[config.mk]
export PLATFORM = sky130hd
export DESIGN_NAME = refresh_scheduler
export DESIGN_NICKNAME = d
export VERILOG_FILES = /design/src/rtl/refsched_pkg.sv /design/src/rtl/refsched_dp.sv /design/src/rtl/refsched_ctl.sv /design/src/rtl/refresh_scheduler.sv
export SDC_FILE = /design/constraint.sdc
export NUM_CORES = 1
export LEC_CHECK = 0
export BUFFER_PORTS_ARGS = -buffer_cell sky130_fd_sc_hd__buf_2
export CAP_MARGIN = 30
export CORE_AREA = 2 2 39 41
export CTS_BUF_LIST = sky130_fd_sc_hd__clkbuf_8
export DETAILED_ROUTE_END_ITERATION = 10
export DIE_AREA = 0 0 41 43
export PLACE_DENSITY = 0.8
export SYNTH_ARGS = -nofsm -noshare
export SYNTH_HDL_FRONTEND = slang
export SYNTH_HIERARCHICAL = 1
export SYNTH_SLANG_ARGS = --single-unit
[constraint.sdc]
create_clock -name clk -period 2.6 [get_ports clk]
set_input_delay 0.13 -clock clk [delete_from_list [all_inputs] [get_ports clk]]
set_output_delay 0.13 -clock clk [all_outputs]
set_load 0.01 [all_outputs]
[src/rtl/refsched_pkg.sv]
package refsched_pkg;

  // strobes from control to the interval counter
  typedef struct packed {
    logic clr;
    logic inc;
  } cntCtl_t;

  // threshold status from the interval counter
  typedef struct packed {
    logic reqHit;
    logic urgHit;
    logic recDone;
  } cntSts_t;

endpackage

[src/rtl/refsched_dp.sv]
module refsched_dp
  import refsched_pkg::*;
#(
  parameter int INTERVAL   = 1560,
  parameter int RECOVERY   = 320,
  parameter int REQ_MARGIN = 256,
  parameter int URG_MARGIN = 64
) (
  input  logic    clk,
  input  logic    rst,
  input  cntCtl_t ctl,
  output cntSts_t sts
);

  localparam int CW     = $clog2(INTERVAL + 1);
  localparam int REQ_TH = INTERVAL - REQ_MARGIN;
  localparam int URG_TH = INTERVAL - URG_MARGIN;

  logic [CW-1:0] sinceCnt;

  always_ff @(posedge clk) begin
    if (rst || ctl.clr) begin
      sinceCnt <= '0;
    end else if (ctl.inc && (sinceCnt != CW'(INTERVAL))) begin
      sinceCnt <= sinceCnt + CW'(1);
    end
  end

  always_comb begin
    sts.reqHit  = (sinceCnt >= CW'(REQ_TH));
    sts.urgHit  = (sinceCnt >= CW'(URG_TH));
    sts.recDone = (sinceCnt >= CW'(RECOVERY));
  end

  // the arbiter is assumed to refresh before the interval expires
  a_r5_deadline_met: assert property (@(posedge clk) disable iff (rst)
    sinceCnt != CW'(INTERVAL));

  // a clear strobe from control restarts the count
  a_r3_clear_zero: assert property (@(posedge clk) disable iff (rst)
    ctl.clr |=> (sinceCnt == '0));

endmodule

[src/rtl/refsched_ctl.sv]
module refsched_ctl
  import refsched_pkg::*;
#(
  parameter int BURST = 4
) (
  input  logic    clk,
  input  logic    rst,
  input  logic    opEnable,
  input  logic    refIssued,
  input  cntSts_t sts,
  output cntCtl_t ctl,
  output logic    refReq,
  output logic    refUrgent,
  output logic    actAllowed
);

  localparam int BW = (BURST > 1) ? $clog2(BURST) : 1;
  localparam logic [BW-1:0] LAST = BW'(BURST - 1);

  logic [BW-1:0] burstCnt;

  always_comb begin
    ctl.clr    = !opEnable || refIssued;
    ctl.inc    = opEnable;
    refReq     = opEnable && (sts.reqHit || (burstCnt != '0));
    refUrgent  = opEnable && sts.urgHit;
    actAllowed = opEnable && sts.recDone && !refIssued;
  end

  always_ff @(posedge clk) begin
    if (rst || !opEnable) begin
      burstCnt <= '0;
    end else if (refIssued && refReq) begin
      burstCnt <= (burstCnt == LAST) ? '0 : burstCnt + BW'(1);
    end
  end

  // idle means every flag is low
  a_r1_idle_low: assert property (@(posedge clk) disable iff (rst)
    !opEnable |-> (!refReq && !refUrgent && !actAllowed));

  // no activate in a refresh cycle
  a_r3_strobe_blocks: assert property (@(posedge clk) disable iff (rst)
    refIssued |-> !actAllowed);

  // urgency is a stronger form of the request
  a_r5_urgent_has_req: assert property (@(posedge clk) disable iff (rst)
    refUrgent |-> refReq);

  // request holds until a strobe arrives
  a_r6_req_holds: assert property (@(posedge clk) disable iff (rst)
    (opEnable && refReq && !refIssued) |=> (!opEnable || refReq));

  // final strobe of a burst clears the request
  a_r6_burst_end: assert property (@(posedge clk) disable iff (rst)
    (opEnable && refReq && refIssued && (burstCnt == LAST)) |=> !refReq);

endmodule

[src/rtl/refresh_scheduler.sv]
module refresh_scheduler
  import refsched_pkg::*;
#(
  parameter int INTERVAL   = 1560,
  parameter int RECOVERY   = 320,
  parameter int REQ_MARGIN = 256,
  parameter int URG_MARGIN = 64,
  parameter int BURST      = 4
) (
  input  logic clk,
  input  logic rst,
  input  logic opEnable,
  input  logic refIssued,
  output logic refReq,
  output logic refUrgent,
  output logic actAllowed
);

  cntCtl_t cntCtl;
  cntSts_t cntSts;

  refsched_dp #(
    .INTERVAL  (INTERVAL),
    .RECOVERY  (RECOVERY),
    .REQ_MARGIN(REQ_MARGIN),
    .URG_MARGIN(URG_MARGIN)
  ) i_dp (
    .clk(clk),
    .rst(rst),
    .ctl(cntCtl),
    .sts(cntSts)
  );

  refsched_ctl #(
    .BURST(BURST)
  ) i_ctl (
    .clk       (clk),
    .rst       (rst),
    .opEnable  (opEnable),
    .refIssued (refIssued),
    .sts       (cntSts),
    .ctl       (cntCtl),
    .refReq    (refReq),
    .refUrgent (refUrgent),
    .actAllowed(actAllowed)
  );

endmodule

# Word-level counts from Yosys, hierarchy flattened
# Index checks and enable logic that the tools add are counted.
[totals]
wordCells = 23
in_bits = 4
ff_bits = 13
out_inout_bits = 3
[classes]
mux = 1
eq_ne = 2
n_lt_le_gt_ge = 3
add_sub_neg = 2
n_reduce_logical = 13
[ops]
columns = ["operator", "n"]
rows = [
  ["greater-or-equal comparator 11 bit, second input constant", 2],
  ["adder 11 x 1 -> 11 bit, second input constant", 1],
  ["greater-or-equal comparator 11 x 9 -> 1 bit, second input constant", 1],
  ["inequality test 11 bit, second input constant", 1],
  ["logical AND 1 bit", 6],
  ["logical OR 1 bit", 4],
  ["adder 2 x 1 -> 2 bit, second input constant", 1],
  ["equality test 2 bit, second input constant", 1],
  ["zero test 1 bit", 2],
  ["two-way mux 2 bit", 1],
  ["nonzero test 2 bit", 1],
]

# Logic depth before layout (Yosys ltp)
[depth]
ltp_word = 4
ltp_mapped = 7

# Cells and area by module
# The synthesis kept the hierarchy.
[modules_own_cells]
columns = ["mod", "area_each_um2", "seq_area_each_um2", "cells_each", "n_inst"]
rows = [
  ["refsched_dp", 638.1, 220.2, 79, 1],
  ["refsched_ctl", 170.2, 40.0, 20, 1],
]

# Worst setup path after synthesis
# Ideal clock, no wire load.
[synth_path]
path_type = "register to register"
start = "register i_dp.sinceCnt[4]"
end = "register i_ctl.burstCnt[0]"
setup_time_ps = 61
slack_ps = 1057
t_arrival_ps = 1482
stages_incl_launch_ff = 8
synth_period_minus_slack_ps = 1543
cell_sequence = "dfxtp_1 clkbuf_1 a21oi_1 a21boi_0 o21a_1 nand2b_4 a2111oi_0 a41o_1"
[synth_lines]
columns = ["item", "line_no", "text"]
rows = [
  ["start: declaration", "refsched_dp.sv:19", "logic [CW-1:0] sinceCnt;"],
  ["start signal: assignment", "refsched_dp.sv:25", "sinceCnt <= sinceCnt + CW'(1);"],
  ["end signal: assignment", "refsched_ctl.sv:34", "burstCnt <= (burstCnt == LAST) ? '0 : burstCnt + BW'(1);"],
  ["end: declaration", "refsched_ctl.sv:20", "logic [BW-1:0] burstCnt;"],
]

==> summary by stage <==
Outcome
The flow ran to the end, and the final reports show no timing, DRC or antenna violations.

Route
The count of nets left with antenna violations once routing finished came out at 0. After detailed routing, the number of vias per cell comes to 6.23. The met2 wire length is 874 um.

The number of detailed-routing iterations run before antenna repair is 4. The first routing iteration left 36 violations. The routed length per placed instance is 14.2 um. The final layout contains routed wiring with a total length of 1730 um.

The detailed router placed 760 vias in this run. The detailed router put a total of 801 um of wire on met1. The met3 wirelength from detailed routing is 55 um. The number of remaining DRC errors is 0. The top metal layer carrying routed signals is met3.

Global routing
Global routing consumed, over all layers together, 23.6% of the routing resources. The wire length of the first global-routing pass is 2920 um. The pin count of the biggest net entering global routing is 13.

The total global routing overflow is 0. The via count of the first global-routing pass is 689. The number of antenna violations at the first check in global routing came to 0.

Floorplan
The floorplan step defined a core boundary enclosing 0.00138 mm2. The initial utilization of the core area, before any placement, comes to 58.4%. The die is 41 um wide. For this design the top-level I/O count stands at 7. The floorplan has 14 rows. The floorplan step set the die height to 43 um. The floorplan step defined a die boundary enclosing 0.00176 mm2.

STA
The worst relative slew slack is 74.7%. Static timing analysis puts the maximum clock frequency at 582 MHz. In the final timing run, aggregate negative setup slack is 0 ns.

The number of max-slew violations in the final report was 0. Setup violations remaining at the end of the flow were counted as 0. The smallest hold slack is 0.196 ns. Setup slack closes at 0.883 ns. Setup repair after global routing left no endpoint under its margin. The final clock skew is 0.00684 ns. Of the available clock period, the critical path in the final layout requires 66.0%. The smallest clock period supported by the final layout is computed as 1.72 ns. The final count of hold timing violations was 0.

The transition time of the tightest slew-check pin is 0.369 ns.

Worst setup path
The number of buffers and inverters on the critical path is 1. The worst setup path startpoint is i_dp/sinceCnt[4]$_SDFFE_PP0P_. The required time of the critical path is 2.47 ns. Of all nets on the critical path, the largest fanout is 7. The capturing point of the worst reg2reg path is i_dp/sinceCnt[10]$_SDFFE_PP0P_. The worst reg2reg path startpoint is i_dp/sinceCnt[0]$_SDFFE_PP0P_. The signal on the critical path passes through a21oi_1 > a21boi_0 > o21a_1 > nand2b_4 > and2_2 > buf_2. The worst setup path is of the reg2out kind.

The worst endpoint data arrival time is 1.59 ns. In this run the worst setup path terminates at refReq. The cell class contributing the biggest share of worst-path delay is compound AO/OA/AOI/OAI gates. The number of cells on the critical path is 6. The worst setup path is launched from a flop. The worst stage delay on the critical path is 0.38 ns. Across all register-to-register paths, the minimum setup slack is 0.97 ns. The slowest stage of the critical path is the sky130_fd_sc_hd__dfxtp_1 cell. The number of cells on the worst reg-to-reg path is 4. The worst setup path is captured at a primary output.

Finish
The number of nets in the final layout is 115. The antenna cell count is 0. In the layout the commonest cells are 13 x sky130_fd_sc_hd__dfxtp_1, 8 x sky130_fd_sc_hd__inv_1, 8 x sky130_fd_sc_hd__nor2_1, 8 x sky130_fd_sc_hd__a21oi_1. The share of the core filled with cells in the final layout is 64.2%.

The area growth from synthesis to final layout is 9.91%. Fill cells in the final layout number 114. The library cell used most frequently in the layout, excluding fill and tap cells, is sky130_fd_sc_hd__dfxtp_1. Once layout is complete, the cells apart from fillers number 122. The fraction of layout cells with a size suffix above 1 is 15.1%.

Placed design
The instance count after placement with tap cells included is 118. The count of port buffers added during placement is 6. The post-place setup slack is 0.996 ns. The half-perimeter wire length after placement is 1260 um. The placer's final routability congestion estimate is 0.833.

CTS
Clock tree synthesis inserted a total of 3 buffers. The quantity of hold-fixing buffers added after cts is 0. The clock latency on the worst-skew pair is 0.24 ns. The number of buffers on the longest clock path is 2.

The clock root buffer master is sky130_fd_sc_hd__clkbuf_8. The TritonCTS clock tree is built. Clock-pin slew was measured on the worst setup and hold paths at 0.06 ns. The number of H-tree levels is 1. For this design, the sink count on the clock tree is 13.

Once the clock tree was built, the resizer swapped 0 gates to a different size. The setup fix buffers added after clock tree synthesis is 0.

Yosys
The synthesized netlist devotes 1.08% of its cell area to XOR and XNOR gates. The portion of netlist area occupied by mux cells is 0%. The synthesized netlist devotes 6.19% of its cell area to adder and majority cells.

The count of synthesis-stage warnings from yosys is 6. Counting flops with an async set or reset pin after synthesis yields a share of 0%. The post-synthesis average cell area is 8.16 um2.

Synthesis produced 99 cells. The number of flops mapped to enable cells by yosys is 0. The post-synthesis net count is 107. The synthesized netlist devotes 22.6% of its cell area to compound gates. Sequential elements use 32.2% of the synthesized area. Among all flip-flop cells after synthesis, the most frequent one is sky130_fd_sc_hd__dfxtp_1. Synthesis instantiated 34 different standard cells from the library. The combinational family with the most area after synthesis is simple AND/OR/NAND/NOR gates.

The flip-flop and latch count after synthesis is 13. The synthesized netlist occupies a cell area of 808 um2. The post-synthesis share of cell area spent on and, or, nand and nor gates is 32.8%.

Power and ir drop
In this run the static leakage power is 0.306 nW. VDD sags by at most 0.301 mV. The areal power density over the cells is 442 mW/mm2.

Hold path
The worst min-delay path class is in2reg.

Run
The tool flagged a number of max-cap violations equal to 0.
worst min-delay path by stage:
stage          startpoint                              to  slack, ns  depth (start not counted)
2_1_floorplan   refIssued  i_ctl/burstCnt[0]$_SDFFE_PP0P_       0.28                          1
3_3_place_gp    refIssued  i_ctl/burstCnt[0]$_SDFFE_PP0P_       0.42                          2
3_5_place_dp    refIssued  i_ctl/burstCnt[0]$_SDFFE_PP0P_       0.44                          2
4_1_cts         refIssued  i_ctl/burstCnt[0]$_SDFFE_PP0P_       0.19                          2
5_1_grt         refIssued  i_ctl/burstCnt[0]$_SDFFE_PP0P_       0.20                          2
6_report        refIssued  i_ctl/burstCnt[0]$_SDFFE_PP0P_       0.20                          2
worst register-to-register path, delay by kind of cell, from the launching register on:
family                   cells  cell delay (ns)
AO/OA/AOI/OAI                1             0.15
adder cells (fa/ha/maj)      1             0.22
AND/OR/NAND/NOR              2             0.78
flip-flops                   1             0.41
cells in the mapped netlist (2+ instances only):
library cell | n | area share [%]
sky130_fd_sc_hd__a2111oi_0 | 2 | 2.2
sky130_fd_sc_hd__a21oi_1 | 8 | 5.0
sky130_fd_sc_hd__a41o_1 | 2 | 2.5
sky130_fd_sc_hd__clkbuf_1 | 2 | 0.93
sky130_fd_sc_hd__dfxtp_1 | 13 | 32
sky130_fd_sc_hd__ha_1 | 4 | 6.2
sky130_fd_sc_hd__inv_1 | 7 | 3.3
sky130_fd_sc_hd__nand2_1 | 6 | 2.8
sky130_fd_sc_hd__nand3_1 | 5 | 3.1
sky130_fd_sc_hd__nand4_1 | 3 | 2.3
sky130_fd_sc_hd__nor2_1 | 8 | 3.7
sky130_fd_sc_hd__nor3_1 | 2 | 1.2
sky130_fd_sc_hd__nor4b_1 | 2 | 2.2
sky130_fd_sc_hd__o21a_1 | 3 | 2.8
sky130_fd_sc_hd__o21ai_0 | 4 | 2.5
sky130_fd_sc_hd__o31ai_1 | 4 | 3.7
sky130_fd_sc_hd__or2_2 | 2 | 1.5
sky130_fd_sc_hd__or3_1 | 2 | 1.5
sky130_fd_sc_hd__or4_1 | 5 | 4.6
registers in the layout, indices dropped and copies added (netlist names):
name	flops
i_dp/sinceCnt	11
i_ctl/burstCnt	2
final cells by class:
type | count | area [um2] | share of cell area, %
Multi-Input combinational cell | 76 | 507 | 57.0
Clock inverter | 1 | 3.75 | 0.423
Clock buffer | 3 | 41.3 | 4.65
Sequential cell | 13 | 260 | 29.3
Inverter | 7 | 26.3 | 2.96
Tap cell | 16 | 20.0 | 2.25
Timing Repair Buffer | 6 | 30.0 | 3.38
layer usage:
metal	GRT usage [%]	vias up
met5	0	-
met3	4.71	0
met1	33.4	360
li1	-	384
met2	34.7	16
met4	8.00	0
cell families after synthesis:
kind of cell    Yosys count
simple gates             44
buf+inv                  10
fa+ha+maj                 4
compound gates           27
xor+xnor                  1
flops                    13
report_power, final:
part / internal (W) / leakage (nW) / switching [W]
clock: 0.000104 / 0.0269 / 0.0000711
combinational: 0.00000586 / 0.175 / 0.0000103
sequential: 0.000200 / 0.105 / 0.00000137
total: 0.000310 / 0.306 / 0.0000828
metrics by stage:
| step | instance area (um2) | power [W] |
|---|---|---|
| after global routing | 888 | 0.000404 |
| after global placement | 843 | 0.000221 |
| final | 888 | 0.000393 |
| after CTS | 888 | 0.000396 |
| after detailed placement | 843 | 0.000222 |
| after floorplan | 808 | 0.000216 |
No activity file was read; power rests on OpenSTA's default activity.
